`config.mk`:
```
export PLATFORM = sky130hd
export DESIGN_NAME = region_guard
export DESIGN_NICKNAME = d
export VERILOG_FILES = /design/src/rtl/rg_pkg.sv /design/src/rtl/rg_regs.sv /design/src/rtl/rg_region_match.sv /design/src/rtl/rg_decide.sv /design/src/rtl/rg_fault_log.sv /design/src/rtl/region_guard.sv
export SDC_FILE = /design/constraint.sdc
export NUM_CORES = 2
export LEC_CHECK = 0
export BUFFER_PORTS_ARGS = -buffer_cell sky130_fd_sc_hd__buf_2
export CELL_PAD_IN_SITES_DETAIL_PLACEMENT = 0
export CELL_PAD_IN_SITES_GLOBAL_PLACEMENT = 1
export CORE_MARGIN = 2
export CORE_UTILIZATION = 51
export DETAILED_ROUTE_END_ITERATION = 7
export PLACE_DENSITY_LB_ADDON = 0.1
export SYNTH_ARGS = -nofsm -noshare
export SYNTH_HDL_FRONTEND = slang
export SYNTH_SLANG_ARGS = --single-unit
```
`constraint.sdc`:
```
create_clock -name clk -period 12.5 [get_ports clk]
set_input_delay 2.5 -clock clk [delete_from_list [all_inputs] [get_ports clk]]
set_output_delay 2.5 -clock clk [all_outputs]
set_load 0.02 [all_outputs]
```
`src/rtl/rg_pkg.sv`:
```
package rg_pkg;

  localparam int ADDR_W   = 32;
  localparam int CODE_W   = 5;
  localparam int MIN_CODE = 7;
  localparam int BASE_LSB = 8;

  // attribute word layout
  localparam int A_EN     = 0;
  localparam int A_CODE   = 1;
  localparam int A_SRD    = 8;
  localparam int A_MATTR  = 16;
  localparam int A_PERM   = 24;
  localparam int A_XN     = 28;

  // register selectors
  localparam logic [2:0] SEL_CTRL = 3'd0;
  localparam logic [2:0] SEL_PICK = 3'd1;
  localparam logic [2:0] SEL_BASE = 3'd2;
  localparam logic [2:0] SEL_ATTR = 3'd3;
  localparam logic [2:0] SEL_TYPE = 3'd4;

  typedef enum logic [1:0] {
    KIND_READ  = 2'd0,
    KIND_WRITE = 2'd1,
    KIND_FETCH = 2'd2
  } acc_kind_e;

  typedef struct packed {
    logic              en;
    logic [CODE_W-1:0] code;
    logic [7:0]        srd;
    logic [5:0]        mattr;
    logic [3:0]        perm;
    logic              xn;
  } region_cfg_t;

  function automatic region_cfg_t unpack_attr(input logic [31:0] w);
    region_cfg_t r;
    r.en    = w[A_EN];
    r.code  = w[A_CODE +: CODE_W];
    r.srd   = w[A_SRD +: 8];
    r.mattr = w[A_MATTR +: 6];
    r.perm  = w[A_PERM +: 4];
    r.xn    = w[A_XN];
    return r;
  endfunction

  function automatic logic [31:0] pack_attr(input region_cfg_t r);
    logic [31:0] w;
    w = '0;
    w[A_EN]             = r.en;
    w[A_CODE +: CODE_W] = r.code;
    w[A_SRD +: 8]       = r.srd;
    w[A_MATTR +: 6]     = r.mattr;
    w[A_PERM +: 4]      = r.perm;
    w[A_XN]             = r.xn;
    return w;
  endfunction

endpackage

```
`src/rtl/rg_regs.sv`:
```
module rg_regs
  import rg_pkg::*;
#(
  parameter int NREG  = 8,
  localparam int IDX_W = $clog2(NREG),
  localparam int BW    = ADDR_W - BASE_LSB
)(
  input  logic                          clk,
  input  logic                          rst,
  input  logic                          we,
  input  logic [2:0]                    sel,
  input  logic [31:0]                   wdata,
  output logic [31:0]                   rdata,
  output logic                          chk_on,
  output logic [NREG-1:0][BW-1:0]       base_hi,
  output region_cfg_t [NREG-1:0]        rcfg
);

  localparam logic [31:0] TYPE_WORD = 32'h1 | (32'(NREG) << 8);

  logic [IDX_W-1:0] pick;

  always_ff @(posedge clk) begin
    if (rst) begin
      chk_on  <= 1'b0;
      pick    <= '0;
      base_hi <= '0;
      rcfg    <= '0;
    end else if (we) begin
      case (sel)
        SEL_CTRL: chk_on        <= wdata[0];
        SEL_PICK: pick          <= wdata[IDX_W-1:0];
        SEL_BASE: base_hi[pick] <= wdata[ADDR_W-1:BASE_LSB];
        SEL_ATTR: rcfg[pick]    <= unpack_attr(wdata);
        default: ;
      endcase
    end
  end

  always_ff @(posedge clk) begin
    if (rst) begin
      rdata <= '0;
    end else begin
      case (sel)
        SEL_CTRL: rdata <= {31'b0, chk_on};
        SEL_PICK: rdata <= 32'(pick);
        SEL_BASE: rdata <= {base_hi[pick], {BASE_LSB{1'b0}}};
        SEL_ATTR: rdata <= pack_attr(rcfg[pick]);
        SEL_TYPE: rdata <= TYPE_WORD;
        default:  rdata <= '0;
      endcase
    end
  end

endmodule

```
`src/rtl/rg_region_match.sv`:
```
module rg_region_match
  import rg_pkg::*;
(
  input  logic [ADDR_W-1:0] addr,
  input  logic [ADDR_W-1:0] base,
  input  logic              en,
  input  logic [CODE_W-1:0] code,
  input  logic [7:0]        srd,
  output logic              hit
);

  logic [5:0]        shamt;
  logic [5:0]        sub_sh;
  logic [ADDR_W-1:0] span;
  logic [ADDR_W-1:0] low_mask;
  logic [2:0]        sidx;
  logic              size_ok;
  logic              in_range;

  always_comb begin
    shamt    = {1'b0, code} + 6'd1;
    sub_sh   = shamt - 6'd3;
    // span wraps to zero for the full address space, so low_mask becomes all ones
    span     = {{(ADDR_W-1){1'b0}}, 1'b1} << shamt;
    low_mask = span - {{(ADDR_W-1){1'b0}}, 1'b1};
    sidx     = 3'(addr >> sub_sh);
    size_ok  = (code >= CODE_W'(MIN_CODE));
    in_range = (((addr ^ base) & ~low_mask) == '0);
    hit      = en && size_ok && in_range && !srd[sidx];
  end

endmodule

```
`src/rtl/rg_decide.sv`:
```
module rg_decide
  import rg_pkg::*;
#(
  parameter int NREG  = 8,
  localparam int IDX_W = $clog2(NREG)
)(
  input  logic                     chk_on,
  input  logic [NREG-1:0]          match,
  input  logic [NREG-1:0][3:0]     perm,
  input  logic [NREG-1:0]          xn,
  input  acc_kind_e                kind,
  input  logic                     priv,
  output logic                     hit,
  output logic [IDX_W-1:0]         hit_idx,
  output logic                     allow
);

  logic [3:0] p;
  logic       rd_ok;
  logic       wr_ok;

  always_comb begin
    hit     = 1'b0;
    hit_idx = '0;
    // later iterations override: highest-numbered match decides
    for (int i = 0; i < NREG; i++) begin
      if (match[i]) begin
        hit     = 1'b1;
        hit_idx = IDX_W'(i);
      end
    end
    p     = perm[hit_idx];
    rd_ok = priv ? p[0] : p[2];
    wr_ok = priv ? p[1] : p[3];
    if (!chk_on) begin
      allow = 1'b1;
    end else if (!hit) begin
      allow = priv;
    end else begin
      case (kind)
        KIND_READ:  allow = rd_ok;
        KIND_WRITE: allow = wr_ok;
        KIND_FETCH: allow = rd_ok && !xn[hit_idx];
        default:    allow = 1'b0;
      endcase
    end
  end

endmodule

```
`src/rtl/rg_fault_log.sv`:
```
module rg_fault_log
  import rg_pkg::*;
(
  input  logic              clk,
  input  logic              rst,
  input  logic              fault,
  input  logic [ADDR_W-1:0] addr,
  input  logic [1:0]        kind,
  input  logic              priv,
  output logic              pulse,
  output logic [ADDR_W-1:0] f_addr,
  output logic [1:0]        f_kind,
  output logic              f_priv
);

  always_ff @(posedge clk) begin
    if (rst) begin
      pulse  <= 1'b0;
      f_addr <= '0;
      f_kind <= '0;
      f_priv <= 1'b0;
    end else begin
      pulse <= fault;
      if (fault) begin
        f_addr <= addr;
        f_kind <= kind;
        f_priv <= priv;
      end
    end
  end

endmodule

```
`src/rtl/region_guard.sv`:
```
module region_guard
  import rg_pkg::*;
#(
  parameter int NREG = 8
)(
  input  logic        clk,
  input  logic        rst,
  input  logic        cfg_we,
  input  logic [2:0]  cfg_sel,
  input  logic [31:0] cfg_wdata,
  output logic [31:0] cfg_rdata,
  input  logic        acc_valid,
  input  logic [31:0] acc_addr,
  input  logic [1:0]  acc_kind,
  input  logic        acc_priv,
  output logic        acc_allow,
  output logic        acc_fault,
  output logic        hit_valid,
  output logic [2:0]  hit_region,
  output logic [5:0]  hit_mattr,
  output logic        hit_xn,
  output logic        flt_pulse,
  output logic [31:0] flt_addr,
  output logic [1:0]  flt_kind,
  output logic        flt_priv
);

  localparam int IDX_W = $clog2(NREG);
  localparam int BW    = ADDR_W - BASE_LSB;

  logic                    chk_on;
  logic [NREG-1:0][BW-1:0] base_hi;
  region_cfg_t [NREG-1:0]  rcfg;
  logic [NREG-1:0]         match;
  logic [NREG-1:0][3:0]    perm;
  logic [NREG-1:0]         xn;
  logic                    any_hit;
  logic [IDX_W-1:0]        hit_idx;
  logic                    allow_c;

  rg_regs #(.NREG(NREG)) u_regs (
    .clk(clk), .rst(rst), .we(cfg_we), .sel(cfg_sel), .wdata(cfg_wdata),
    .rdata(cfg_rdata), .chk_on(chk_on), .base_hi(base_hi), .rcfg(rcfg)
  );

  for (genvar g = 0; g < NREG; g++) begin : g_region
    rg_region_match u_match (
      .addr(acc_addr),
      .base({base_hi[g], {BASE_LSB{1'b0}}}),
      .en(rcfg[g].en),
      .code(rcfg[g].code),
      .srd(rcfg[g].srd),
      .hit(match[g])
    );
    assign perm[g] = rcfg[g].perm;
    assign xn[g]   = rcfg[g].xn;
  end

  rg_decide #(.NREG(NREG)) u_decide (
    .chk_on(chk_on), .match(match), .perm(perm), .xn(xn),
    .kind(acc_kind_e'(acc_kind)), .priv(acc_priv),
    .hit(any_hit), .hit_idx(hit_idx), .allow(allow_c)
  );

  assign acc_allow  = allow_c;
  assign acc_fault  = acc_valid && !allow_c;
  assign hit_valid  = chk_on && any_hit;
  assign hit_region = 3'(hit_idx);
  assign hit_mattr  = hit_valid ? rcfg[hit_idx].mattr : 6'd0;
  assign hit_xn     = hit_valid && rcfg[hit_idx].xn;

  rg_fault_log u_flog (
    .clk(clk), .rst(rst), .fault(acc_fault), .addr(acc_addr),
    .kind(acc_kind), .priv(acc_priv),
    .pulse(flt_pulse), .f_addr(flt_addr), .f_kind(flt_kind), .f_priv(flt_priv)
  );

endmodule

```
==> out/qor.yml <==
clocking:
  cts_buffer_depth: 3
  ctsResizeCount: 0
  cts_root_buf: "clkbuf_16"
  clkSlewWorstSetupHoldPaths_ns: 0.07
  cts_tree: "built"
  post-cts-setup-buffers: 0
  cts_buffers: 51
  worstSkewPairLatency_ns: 0.65
  cts_max_level: 2
  hold_buffers: 0
  clock-sinks: 462
finish:
  multi_input_area_um2: 31100
  regArea_um2: 9260
  fill_cells: 8124
  drive_gt1_share_pct: 11.3
  area_growth_pct: 5.93
  post-route-util_pct: 54.6
  nets: 5719
logic_synthesis:
  synth_edf_count: 0
  syn_inst: 5848
  netlist_area_um2: 43100
  yosysMostFrequentCell: "nand2_1"
  synth-seq-area-share_pct: 21.4
  yosys_register_bits: 462
  yosys_warnings: 0
  synth_common_cells: "1154 x nand2_1, 561 x a21oi_1, 462 x dfxtp_1, 460 x clkbuf_1, 267 x nor2_1"
  synth_async_sr_flop_share_pct: 0
  synth_top_area_share_pct: 21.4
  ys_top_cells_by_area: "dfxtp_1 21%, nand2_1 10%, a21oi_1 6.5%"
  yosys.area.top_type: "dfxtp_1"
  synth-main-ff-cell: "dfxtp_1"
  syn_area_per_cell_um2: 7.37
  synth_cell_type_count: 116
setup_path:
  critPathCaptureType: "primary output"
  worstSetupStartpointType: "flop"
  slowest_stage: "xor2_1"
  critPathMaxStageDelay_ns: 0.97
  path_delay_family: "compound AO/OA/AOI/OAI gates"
  reg2reg_depth: 21
  arrival_ns: 8.73
  critPathKind: "flop to primary output"
  r2r-start: "u_regs.rcfg[45]$_SDFFE_PP0P_"
  crit_fanout: 24
  r2r-end: "u_flog.f_addr[5]$_SDFFE_PP0P_"
  reg2reg_slack_ns: 3.69
  required_ns: 10.00
  cp_num_buf_inv: 5
grt:
  first_global_vias: 43700
  grt_usage_pct: 48.2
  overflow: 0
  grt_pass1_wl_um: 310000
  antenna_found_initial: 18
  grt_start_max_net_pins: 201
drt:
  wl_per_cell_um: 32.1
  drt_iter0_drc: 7930
  postRouteAntennaNets: 0
  routed_wl_um: 217000
  num_vias: 48900
  drcViolationCount: 9
  via_per_inst: 7.23
  first_pass_iters: 8
floorplan:
  die_y_um: 295
  core.rowCount: 106
  design.core.area_um2: 83700
  dieWidth_um: 295
  die-area_um2: 86900
  initial_core_util_pct: 51.5
  pin_count: 155
worst_hold_path:
  whs_path_depth: 2
  hp-start: "u_regs.rcfg[10]$_SDFFE_PP0P_"
  holdPathEnd: "u_regs.rcfg[10]$_SDFFE_PP0P_"
  min_path_type: "flop to flop"
sta:
  setup-violations-final: 0
  rsz0062_at_grt: "no"
  hold_violations: 0
  finalCritPeriodShare_pct: 89.9
  fmax_ghz: 0.0890
  worst_clock_skew_ns: 0.0527
  fin_ws_ns: 1.27
  worst_pin_slew_ns: 1.28
  whs_ns: 0.472
  drv_slew: 0
  slew_headroom_pct: 14.5
  period_minus_slack_ns: 11.23
  fin_tns_setup_ns: 0
place:
  dpl.hpwl_um: 154000
  place.gp.congestion: 1.05
  pre_cts_ws_ns: 1.75
  io_buffers: 150
outcome:
  violations: "DRC"
  status: "finished, violations left"
power:
  ir_drop_v: 0.000109
  p_leak_nw: 16.1
  power_density_nw_per_um2: 79.4
flow_run:
  maxCapViolCount: 0
## where the power goes
group | leakage, nW | internal [W] | switching (W)
clock network | 0.861 | 0.000942 | 0.000688
logic | 11.5 | 0.000145 | 0.000363
registers | 3.72 | 0.00148 | 0.00000885
total | 16.1 | 0.00257 | 0.00106
## placed cells by master, fill, tap and decap left out, drive strengths merged, types with 32 or more instances in the layout
master,netlist,routed
a22oi,173,173
nand3,153,153
nand2b,90,90
xnor2,176,176
or2,37,37
nand3b,55,55
nor3,129,129
mux2,33,33
mux4,120,120
a221oi,50,50
o221ai,52,52
and3,42,42
clkbuf,467,72
o21ai,184,184
nor2,268,268
dfxtp,462,462
ha,62,62
o22ai,36,36
inv,71,72
a21oi,562,562
o2111ai,32,32
xor2,126,126
a211oi,50,50
mux2i,256,256
buf,138,286
a22o,57,57
and3b,39,39
a21o,36,36
nand2,1155,1155
nor2b,47,47
a31oi,60,60
and2,50,50
nand4,61,61
o211ai,62,62
## layout make-up
class	instances	share of cell area, %
antenna	12	0.0657
clock buffer	72	3.21
clock inverter	19	0.627
inverter	75	0.627
multi-input combinational	4707	68.2
sequential	462	20.3
tap	1134	3.11
timing repair buffer	286	3.93
## metal layers
| metal | global-route usage [%] | wire, µm |
|---|---|---|
| met1 | 63.7 | 80800 |
| met2 | 67.4 | 86900 |
| met3 | 16.1 | 33300 |
| met4 | 28.5 | 16100 |
| met5 | 0 | 94 |
## tightest hold or removal path, stage by stage (launching register included)
cell     delay [ns]
dfxtp_1        0.32
nand2_1        0.06
a21oi_1        0.05
## cell families (layout without fill, tap and decap cells)
group | count (synthesis) | count (layout) | share of synthesized area [%]
AND/OR/NAND/NOR | 2254 | 2254 | 24.5
multiplexers | 409 | 409 | 13.1
other | 1 | 14 | 0.00870
buffers and inverters | 680 | 452 | 6.47
flip-flops | 462 | 462 | 21.4
AO/OA/AOI/OAI | 1676 | 1676 | 26.4
adder cells (fa/ha/maj) | 62 | 62 | 1.80
XOR/XNOR | 304 | 304 | 6.31
## worst max-delay path by stage
stage	start	slack, ns	depth (start not counted)	to
final	u_regs.rcfg[45]$_SDFFE_PP0P_	1.27	25	acc_fault
after CTS	u_regs.rcfg[45]$_SDFFE_PP0P_	1.67	25	acc_fault
after floorplan	acc_addr[19]	2.85	22	acc_fault
after global placement	acc_addr[30]	1.77	20	acc_fault
after global routing	u_regs.rcfg[45]$_SDFFE_PP0P_	0.92	25	acc_fault
after detailed placement	acc_addr[30]	1.75	20	acc_fault
## registers in the layout, summed over array words and instances (netlist names), 2 cells and up
register        cells
u_regs.pick         3
u_regs.rdata       30
u_regs.base_hi    192
u_flog.f_addr      32
u_regs.rcfg       200
u_flog.f_kind       2
## metrics by stage
step,area [µm²],total power [W],cells
detailed placement,43900,0.00199,6664
finish,45700,0.00363,6767
global route,45600,0.00367,6755
global placement,43900,0.00199,6664
CTS,45600,0.00358,6755
floorplan,43100,0.00179,5849
No activity file was read; power rests on OpenSTA's default activity.
